==> src/rtl/mux_bus_bridge.sv <==
module mux_bus_bridge #(
  parameter int W = 16,
  parameter logic [W-1:0] RAM_BASE = 16'h8000,
  parameter logic [W-1:0] RAM_LAST = 16'hBFFF
) (
  input  logic         clk,
  input  logic         rst_n,
  input  logic         cpu_ale,
  input  logic [W-1:0] cpu_ad,
  input  logic         cpu_rd,
  input  logic         cpu_wr,
  input  logic         cpu_bhe_n,
  output logic [W-1:0] cpu_rdata,
  output logic         cpu_ready,
  output logic [W-1:0] mem_addr,
  output logic [W-1:0] mem_wdata,
  input  logic [W-1:0] mem_rdata,
  output logic         ram_en_n,
  output logic         io_en_n,
  output logic         bus_wide,
  output logic         rd_n,
  output logic         wr_lo_n,
  output logic         wr_hi_n
);
  localparam int H = W / 2;

  typedef enum logic [1:0] {S_IDLE, S_PH1, S_PH2, S_FIN} state_t;

  state_t       st;
  logic [W-1:0] addr_q;
  logic         op_wr_q, bhe_n_q;

  logic in_ram, active, byte_hi, split;

  assign in_ram  = (addr_q >= RAM_BASE) && (addr_q <= RAM_LAST);
  assign active  = (st == S_PH1) || (st == S_PH2);
  assign byte_hi = (st == S_PH2) || (st == S_PH1 && addr_q[0]);
  assign split   = in_ram && !addr_q[0] && !bhe_n_q;

  always_ff @(posedge clk or negedge rst_n)
    if (!rst_n)       addr_q <= '0;
    else if (cpu_ale) addr_q <= cpu_ad;

  assign mem_addr = cpu_ale ? cpu_ad : {addr_q[W-1:1], addr_q[0] | (st == S_PH2)};

  assign ram_en_n = !(active && in_ram);
  assign io_en_n  = !(active && !in_ram);
  assign bus_wide = ram_en_n;

  assign rd_n    = !(active && !op_wr_q);
  assign wr_lo_n = !(active && op_wr_q && (in_ram || !addr_q[0]));
  assign wr_hi_n = !(active && op_wr_q && !in_ram && !bhe_n_q);

  assign mem_wdata = in_ram ? {cpu_ad[W-1:H], byte_hi ? cpu_ad[W-1:H] : cpu_ad[H-1:0]}
                            : cpu_ad;

  assign cpu_ready = (st == S_FIN);

  always_ff @(posedge clk or negedge rst_n) begin
    if (!rst_n) begin
      st        <= S_IDLE;
      op_wr_q   <= 1'b0;
      bhe_n_q   <= 1'b1;
      cpu_rdata <= '0;
    end else begin
      if (active && !op_wr_q) begin
        if (!in_ram)      cpu_rdata          <= mem_rdata;
        else if (byte_hi) cpu_rdata[W-1:H]   <= mem_rdata[H-1:0];
        else              cpu_rdata[H-1:0]   <= mem_rdata[H-1:0];
      end
      case (st)
        S_IDLE:
          if (!cpu_ale && (cpu_rd || cpu_wr)) begin
            st      <= S_PH1;
            op_wr_q <= cpu_wr;
            bhe_n_q <= cpu_bhe_n;
          end
        S_PH1:   st <= split ? S_PH2 : S_FIN;
        S_PH2:   st <= S_FIN;
        default: st <= S_IDLE;
      endcase
    end
  end
endmodule


==> config.mk <==
export PLATFORM = sky130hd
export DESIGN_NAME = mux_bus_bridge
export DESIGN_NICKNAME = d
export VERILOG_FILES = /design/src/rtl/mux_bus_bridge.sv
export SDC_FILE = /design/constraint.sdc
export NUM_CORES = 1
export LEC_CHECK = 0
export BUFFER_PORTS_ARGS = -buffer_cell sky130_fd_sc_hd__buf_2
export CORE_ASPECT_RATIO = 0.5
export CORE_MARGIN = 3
export CORE_UTILIZATION = 30
export DETAILED_ROUTE_END_ITERATION = 12
export GPL_ROUTABILITY_DRIVEN = 0
export GPL_TIMING_DRIVEN = 0
export PLACE_DENSITY_LB_ADDON = 0.1
export SLEW_MARGIN = 20
export SYNTH_ARGS = -nofsm -noshare
export SYNTH_HDL_FRONTEND = slang
export SYNTH_SLANG_ARGS = --single-unit
==> constraint.sdc <==
create_clock -name clk -period 3 [get_ports clk]
set_input_delay 0.45 -clock clk [delete_from_list [all_inputs] [get_ports clk]]
set_output_delay 0.45 -clock clk [all_outputs]
set_load 0.02 [all_outputs]
==> results.toml, run 1 <==
[die]
ios = 93
die_x_microns = 115.4
die_y_microns = 60.71
die_area_sq_mm = 0.007006
core_region_area_sq_mm = 0.005634
initial_utilization_pct = 31.87
row_count = 19

[worst_hold_path]
hold_class = "primary input to asynchronous set/reset pin"

[power_and_ir_drop]
intPower_uw = 1508
swShare_pct = 37.31
powerDensity_mw_per_mm2 = 956.2
p_sw_uw = 897.3
p_leak_uw = 0.001229
clockPowerShare_pct = 24.1
pwr-share-comb_pct = 44.9
ir_drop_uv = 411.3
seqPwrFrac_pct = 31.0

[worst_setup_path]
cp_data_required_time_ns = 2.55
crit_fanout = 8
worstSetupPathType = "flop to output pin"
crit_arrival_ns = 1.93
end_kind = "output pin"
start_kind = "flop"

[finish]
multiInputGateArea_sq_um = 797.0
area_delta_synth_final_pct = 40.07
seq_area_sq_um = 902.1
finalNonFillerCells = 304
layout_common_cells = "buf_2, mux2_1, dfrtp_1"
layout-drive-gt1-share_pct = 54.11
utilization_pct = 44.64
final_net_count = 273
fillers = 560
layout_commonest_cell = "buf_2"
insertedDiodeCount = 0

[synth]
netlist_instances = 131
synth-seq-cells = 36
ys_seq_area_share_pct = 50.24
synth_area_per_cell_sq_um = 13.71
synth_area_sq_mm = 0.001795
synthDistinctLibCells = 23
syn_nets = 174
ys_warn_count = 0

[detailed_routing]
post_drt_wl_per_cell_microns = 13.69
drtAntennaViolNets = 0
via_count = 1367
drc = 0
via_per_inst = 4.497
wl_mm = 4.162
drtIter0Drc = 26
dr.pass1.iters = 3

[clock_network]
clkSinkCount = 36
cts_max_level = 2
cts_root_buf = "clkbuf_16"
insertion_delay_ns = 0.27
cts-resized-gates = 0
ctsHoldBuffers = 0
post_cts_buffers = 0
path_clk_slew_ns = 0.05
cts_inserted_buffers = 5
clockBufferDepth = 2
cts_tree = "yes"

[placed_design]
dp_hpwl_mm = 3.162
dp_slack_ns = 0.8521
port_buffers = 92
dpl.cell_count = 296

[flow_run]
drv_cap = 0

[global_routing]
grt_overflow = 0
grt_start_max_net_pins = 37
grt_pass1_vias = 1300
grt_first_pass_wirelength_mm = 6.279
grt_use_total_pct = 11.86
grt_antenna_before_repair = 0

[sta]
final_hold_viol_count = 0
clock_skew_ns = 0.004289
fin_crit_ns = 2.378
setup_viol = 0
slew_headroom_pct = 45.19
fin_tns_setup_ns = 0
rsz0062_at_grt = "no"
finalCritPeriodShare_pct = 79.25
hold_slack_ns = 0.2757
max_freq_mhz = 420.6
worstMarginPinSlew_ns = 0.8222
final-max-slew-violation-count = 0
worst_slack_ns = 0.6224

[run_status]
status = "finished, final reports clean"
==> per-stage QoR <==
stage / cell area, sq um / total power, uW
2_1_floorplan: 1795 / 1504
3_3_place_gp: 2347 / 1842
3_5_place_dp: 2347 / 1862
4_1_cts: 2515 / 2461
5_1_grt: 2515 / 2566
6_report: 2515 / 2405
==> worst max-delay path, cell delays in order (launching register included) <==
cell and delay, ns:
dfrtp_1 0.40, inv_1 0.10, ha_1 0.24, a21oi_2 0.29, nor2_4 0.13, mux2_1 0.33, buf_2 0.16
==> power by group through the flow <==
| stage | clock network (uW) | logic (uW) | registers [uW] |
|---|---|---|---|
| final | 581 | 1080 | 744 |
| after global routing | 622 | 1170 | 770 |
| after CTS | 602 | 1110 | 748 |
| after detailed placement | 0 | 1110 | 754 |
| after global placement | 0 | 1090 | 747 |
| after floorplan | 0 | 623 | 882 |
==> metal layers <==
layer / share of wire (%) / wire length, microns / global-route usage, %
met1: 44 / 1815 / 14.38
met2: 49 / 2021 / 20.89
met3: 7.2 / 299 / 3.884
met4: 0.62 / 26 / 3.010
met5: 0 / 0 / 0
==> state kept, by name (all words and copies together), names as in the netlist <==
name       count
addr_q        16
st             2
bhe_n_q        1
op_wr_q        1
cpu_rdata     16
==> cell usage after synthesis <==
library cell  count  area [sq um]
o21bai_1          1         7.510
nand2_1           5         18.77
o211ai_1          1         7.510
nand2b_1          2         12.51
o21ai_1           3         15.01
nand4b_1          1         8.760
mux2_1           41         461.7
a22o_1            2         17.52
mux2_2            8         90.09
dfstp_2           1         26.28
a21o_1            1         7.510
ha_1              5         62.56
dfrtp_1          35         875.8
or4b_1            1         10.01
nor2b_1           2         12.51
nor2_4            1         11.26
a21oi_2           2         17.52
o21bai_4          1         18.77
buf_4            10         75.07
mux2i_1           1         10.01
nor2_1            2         7.510
inv_1             3         11.26
buf_2             2         10.01
==> cell type report <==
type | count | share of cell area [%]
timing repair buffer | 92 | 18.31
multi-input combinational | 80 | 31.69
inverter | 3 | 0.4478
clock buffer | 5 | 4.975
clock inverter | 3 | 1.692
tap | 73 | 3.632
buffer | 12 | 3.383
sequential | 36 | 35.87
==> logic make-up after synthesis <==
group / Yosys count / synth area share (%)
AOI/OAI and AO/OA: 11 / 5.088
buffers and inverters: 15 / 5.366
and+or+nand+nor: 14 / 4.530
adders and majority gates: 5 / 3.484
DFF: 36 / 50.24
muxes: 50 / 31.29
==> path summary, 6_finish.rpt <==
check                           startpoint            end  slack (ns)  cells after the start
worst max-delay path                 st[0]   mem_wdata[4]        0.62                      6
worst min-delay path                 rst_n      addr_q[2]        0.28                      1
worst max register to register       st[0]  cpu_rdata[10]        1.00                      5
worst min register to register   addr_q[2]      addr_q[2]        0.48                      1
max in group asynchronous            rst_n  cpu_rdata[12]        2.21                      1
min in group clk                 cpu_bhe_n        bhe_n_q        0.40                      2
Note: power is estimated with default switching activity, not from simulation.
==> inputs of run 2 (changes only) <==
clock period = 2.02 ns   (was 3 ns; I/O delays follow)
==> run 2 against run 1 <==
Clock power rose by 49%; combinational power rose by 86%; sequential cell count did not move; sequential share of layout area fell by 3.1 points; total power rose by 66%; wire length rose by 5.1%; largest cell class unchanged.
==> results.toml, run 2 (synthesis results as in run 1) <==
[run_status]
status = "finished, final reports clean"

[detailed_routing]
drc = 0
drtIter0Drc = 25
via_count = 1414
met1Wirelength_mm = 1.854
drtAntennaViolNets = 0
top_layer = "met4"
post_drt_wl_per_cell_microns = 13.93
wl_mm = 4.374
via_per_inst = 4.503
dr_wl_met2_mm = 2.197
wl_met3_microns = 287
dr.pass1.iters = 4

[sta]
final-max-slew-violation-count = 0
hold_slack_ns = 0.1303
max_freq_mhz = 495.4
fin_crit_ns = 2.019
final_hold_viol_count = 0
slew_headroom_pct = 44.37
worstMarginPinSlew_ns = 0.8344
finalCritPeriodShare_pct = 99.94
fin_tns_setup_ns = 0
rsz0062_at_grt = "yes"
clock_skew_ns = 0.005851
setup_viol = 0

[die]
initial_utilization_pct = 31.87
die_x_microns = 115.4
ios = 93
row_count = 19
die_area_sq_mm = 0.007006
die_y_microns = 60.71
core_region_area_sq_mm = 0.005634

[worst_setup_path]
crit_start = "st[1]"
worstSetupPathType = "flop to output pin"
cp_data_required_time_ns = 1.72
end_kind = "output pin"
start_kind = "flop"
crit_arrival_ns = 1.72
crit_fanout = 5
r2r-start = "st[1]"

[global_routing]
grt_antenna_before_repair = 0
grt_start_max_net_pins = 37
grt_pass1_vias = 1353
grt_first_pass_wirelength_mm = 6.568
grt_overflow = 0
grt_use_total_pct = 12.47

[flow_run]
drv_cap = 0

[placed_design]
dp_hpwl_mm = 3.162
port_buffers = 92
dpl.cell_count = 296

[finish]
utilization_pct = 49.06
layout-drive-gt1-share_pct = 63.07
finalNonFillerCells = 314
fillers = 530
seq_area_sq_um = 904.6
reg.largest.list = "addr_q (16), cpu_rdata (16), st (2)"
layout_common_cells = "buf_2, mux2_1, dfrtp_1"
insertedDiodeCount = 0
area_delta_synth_final_pct = 53.94
layout_commonest_cell = "buf_2"
final_net_count = 283
multiInputGateArea_sq_um = 889.6

[clock_network]
clockBufferDepth = 2
path_clk_slew_ns = 0.05
ctsHoldBuffers = 0
cts_inserted_buffers = 5
insertion_delay_ns = 0.28
cts_tree = "yes"
clkSinkCount = 36
cts_max_level = 2
cts_root_buf = "clkbuf_16"

[worst_hold_path]
hold_class = "primary input to asynchronous set/reset pin"

[power_and_ir_drop]
p_leak_uw = 0.001332
ir_drop_uv = 609.6
powerDensity_mw_per_mm2 = 1447
-- run 2: report_power, final --
part | switching [uW] | internal, uW
registers | 140 | 981
logic | 1030 | 984
clock network | 284 | 579
-- run 2: per-layer routing --
layer | global-route usage [%] | up-vias
met2 | 22.37 | 49
li1 | - | 676
met3 | 3.884 | 2
met5 | 0 | -
met1 | 14.63 | 687
met4 | 4.013 | 0
-- run 2: cell type report --
class / instances / share of cell area (%)
buffer: 12 / 3.078
clock buffer: 5 / 4.527
clock inverter: 3 / 1.539
inverter: 3 / 0.4074
multi-input combinational: 80 / 32.19
sequential: 36 / 32.73
tap: 73 / 3.305
timing repair buffer: 102 / 22.23
-- run 2: final timing paths --
path	end	slack, ns	cells past startpoint
worst max register to register	cpu_rdata[10]	0.30	7
max in group asynchronous	st[1]	1.32	1
worst max-delay path	mem_wdata[2]	0.001	7
worst min-delay path	addr_q[2]	0.13	1
min in group clk	bhe_n_q	0.25	2
worst min register to register	addr_q[2]	0.48	1
-- run 2: what timing repair did --
action	4_1_cts	5_1_grt
setup endpoints to repair	16	25
pin swaps	2	1
gates resized for setup	34	5
cloned	0	0
buffers inserted	8	2
-- run 2: critical path, cell delays in order, from the launching register on --
cell and delay, ns:
dfrtp_2 0.45, inv_2 0.09, ha_4 0.15, a21oi_4 0.06, nor2_4 0.12, buf_12 0.14
mux2_4 0.30, buf_6 0.13
-- run 2: stage by stage --
stage          worst slack, ns  total power [uW]  instance area (sq um)
2_1_floorplan           0.2051              2234                   1795
3_3_place_gp           0.02484              2735                   2347
3_5_place_dp          0.004247              2766                   2347
4_1_cts               -0.02832              3906                   2713
5_1_grt               -0.05584              4242                   2764
6_report              0.001241              3999                   2764
==> inputs of run 3 (changes only) <==
--- a/config.mk
+++ b/config.mk
@@ -7,5 +7,5 @@
 export LEC_CHECK = 0
+export ABC_AREA = 1
 export BUFFER_PORTS_ARGS = -buffer_cell sky130_fd_sc_hd__buf_2
 export CORE_ASPECT_RATIO = 0.5
-export CORE_MARGIN = 3
 export CORE_UTILIZATION = 30
==> constraint.sdc (replaced) <==
create_clock -name clk -period 2.02 [get_ports clk]
set_input_delay 0.202 -clock clk [delete_from_list [all_inputs] [get_ports clk]]
set_output_delay 0.202 -clock clk [all_outputs]
set_load 0.02 [all_outputs]
==> run 3 against run 2 <==
Clock skew decreased by 0.0030 ns; cell area down 5.4%; clock power fell by 12%; count of clock-buffer cells in the layout up 3; combinational power shrank 6%; first-iteration DRC count is 96% higher; sequential power barely moved; via count increased by 26%; register-to-register slack improved by 0.15 ns; die area down 4.9%; critical path type unchanged; largest cell class unchanged.
==> results.toml, run 3 <==
[worst_setup_path]
start_kind = "flop"
crit_fanout = 10
end_kind = "output pin"
cp_data_required_time_ns = 1.82
worstSetupPathType = "flop to output pin"
crit_arrival_ns = 1.66

[clock_network]
insertion_delay_ns = 0.28
cts_max_level = 2
cts_tree = "yes"
cts-resized-gates = 0
cts_inserted_buffers = 5
clkSinkCount = 36
ctsHoldBuffers = 0
clockBufferDepth = 2
cts_root_buf = "clkbuf_16"
path_clk_slew_ns = 0.05
post_cts_buffers = 0

[placed_design]
dp_hpwl_mm = 3.719
dpl.cell_count = 415
port_buffers = 92

[sta]
hold_slack_ns = 0.01237
worstMarginPinSlew_ns = 0.8053
max_freq_mhz = 536.2
rsz0062_at_grt = "no"
final_hold_viol_count = 0
setup_viol = 0
slew_headroom_pct = 46.31
fin_tns_setup_ns = 0
final-max-slew-violation-count = 0
fin_crit_ns = 1.865
finalCritPeriodShare_pct = 92.33
clock_skew_ns = 0.002857

[synth]
synth_area_per_cell_sq_um = 8.066
synthDistinctLibCells = 21
synth_top_area_share_pct = 46.20
netlist_instances = 235
synth_common_cells = "nand2_1, dfrtp_1, inv_1, o21ai_0, nand3_1"
synth_top_cells_by_area = "dfrtp_1, nand2_1, o21ai_0"
syn_nets = 278
yosysMostFrequentCell = "nand2_1"
ys_seq_area_share_pct = 47.59
yosys.area.top_type = "dfrtp_1"
ys_warn_count = 0
synth_edf_count = 0
async_reset_ff_share_pct = 100.0
synth_area_sq_mm = 0.001896
ys.flop_type = "dfrtp_1"
synth-seq-cells = 36

[die]
die_x_microns = 114.4
row_count = 20
die_y_microns = 58.21
initial_utilization_pct = 31.17
core_region_area_sq_mm = 0.006081
ios = 93
die_area_sq_mm = 0.006660

[power_and_ir_drop]
ir_drop_uv = 623.2
p_leak_uw = 0.001500
p_sw_uw = 1628
intPower_uw = 2126
swShare_pct = 43.36
powerDensity_mw_per_mm2 = 1436
pwr-share-comb_pct = 50.4
seqPwrFrac_pct = 29.3
clockPowerShare_pct = 20.3

[finish]
insertedDiodeCount = 0
finalNonFillerCells = 423
layout_commonest_cell = "nand2_1"
reg.largest.list = "addr_q (16), cpu_rdata (16), st (2)"
layout_common_cells = "nand2_1, buf_2, dfrtp_1"
layout-drive-gt1-share_pct = 40.00
final_net_count = 377
area_delta_synth_final_pct = 37.89
fillers = 643

[detailed_routing]
drtIter0Drc = 49
wl_mm = 4.758
drc = 0
drtAntennaViolNets = 0
post_drt_wl_per_cell_microns = 11.25
dr.pass1.iters = 4
via_per_inst = 4.225
via_count = 1787

[global_routing]
grt_pass1_vias = 1640
grt_antenna_before_repair = 0
grt_first_pass_wirelength_mm = 7.790
grt_overflow = 0
grt_start_max_net_pins = 37
grt_use_total_pct = 15.56

[worst_hold_path]
hold_class = "primary input to asynchronous set/reset pin"

[flow_run]
drv_cap = 0

[run_status]
status = "finished, final reports clean"
run 3: area by class of cell:
| type | instances | area, sq um | share of cell area [%] |
|---|---|---|---|
| Timing Repair Buffer | 92 | 460.4 | 17.62 |
| Tap cell | 88 | 110.1 | 4.213 |
| Inverter | 21 | 81.33 | 3.112 |
| Clock buffer | 8 | 146.4 | 5.601 |
| Sequential cell | 36 | 903.4 | 34.56 |
| Multi-Input combinational cell | 163 | 800.8 | 30.64 |
| Buffer | 15 | 111.4 | 4.260 |
run 3: power by group through the flow:
| stage | Clock [uW] | Combinational (uW) | Sequential [uW] |
|---|---|---|---|
| 6_report | 762 | 1890 | 1100 |
| 5_1_grt | 827 | 2120 | 1130 |
| 4_1_cts | 788 | 1930 | 1100 |
| 3_5_place_dp | 0 | 1920 | 1110 |
| 3_3_place_gp | 0 | 1910 | 1100 |
| 2_1_floorplan | 0 | 1190 | 1280 |
run 3: per-layer routing:
| metal | track usage, % | vias up | part of all wire, % |
|---|---|---|---|
| li1 | - | 914 | - |
| met1 | 20.07 | 808 | 46 |
| met2 | 25.11 | 60 | 45 |
| met3 | 5.230 | 5 | 7.5 |
| met4 | 4.453 | 0 | 0.76 |
| met5 | 0 | - | 0 |
run 3: path summary, 6_finish.rpt:
path	start	end	slack, ns	cells past startpoint
worst max-delay path	st[1]	mem_wdata[0]	0.15	8
worst min-delay path	rst_n	addr_q[4]	0.01	1
worst max register to register	st[0]	cpu_rdata[10]	0.45	8
worst min register to register	addr_q[6]	addr_q[6]	0.46	2
max in group asynchronous	rst_n	st[0]	1.45	1
min in group clk	cpu_ad[6]	addr_q[6]	0.16	3
run 3: cell families (layout without fill, tap and decap cells):
kind of cell	count (synthesis)	in the layout	synth area share, %
and+or+nand+nor	131	131	29.64
DFF	36	36	47.59
buffers and inverters	36	136	10.16
AOI/OAI and AO/OA	27	27	9.307
adders and majority gates	5	5	3.300
run 3: critical path: stages, from the launching register on:
cell,delay (ns)
dfrtp_1,0.41
inv_1,0.12
ha_1,0.19
nand2_2,0.07
nand2_4,0.17
nand2_8,0.12
nand2_1,0.09
nand2_1,0.06
buf_2,0.16
run 3: stage by stage:
stage | utilization [%] | worst slack, ns | power (uW) | instance area (sq um)
after global routing | 42.98 | 0.01524 | 4078 | 2614
after global placement | 40.56 | 0.4315 | 3012 | 2466
final | 42.98 | 0.1550 | 3753 | 2614
after CTS | 42.96 | 0.1127 | 3814 | 2613
after detailed placement | 40.56 | 0.4050 | 3030 | 2466
after floorplan | - | 0.4590 | 2474 | 1896
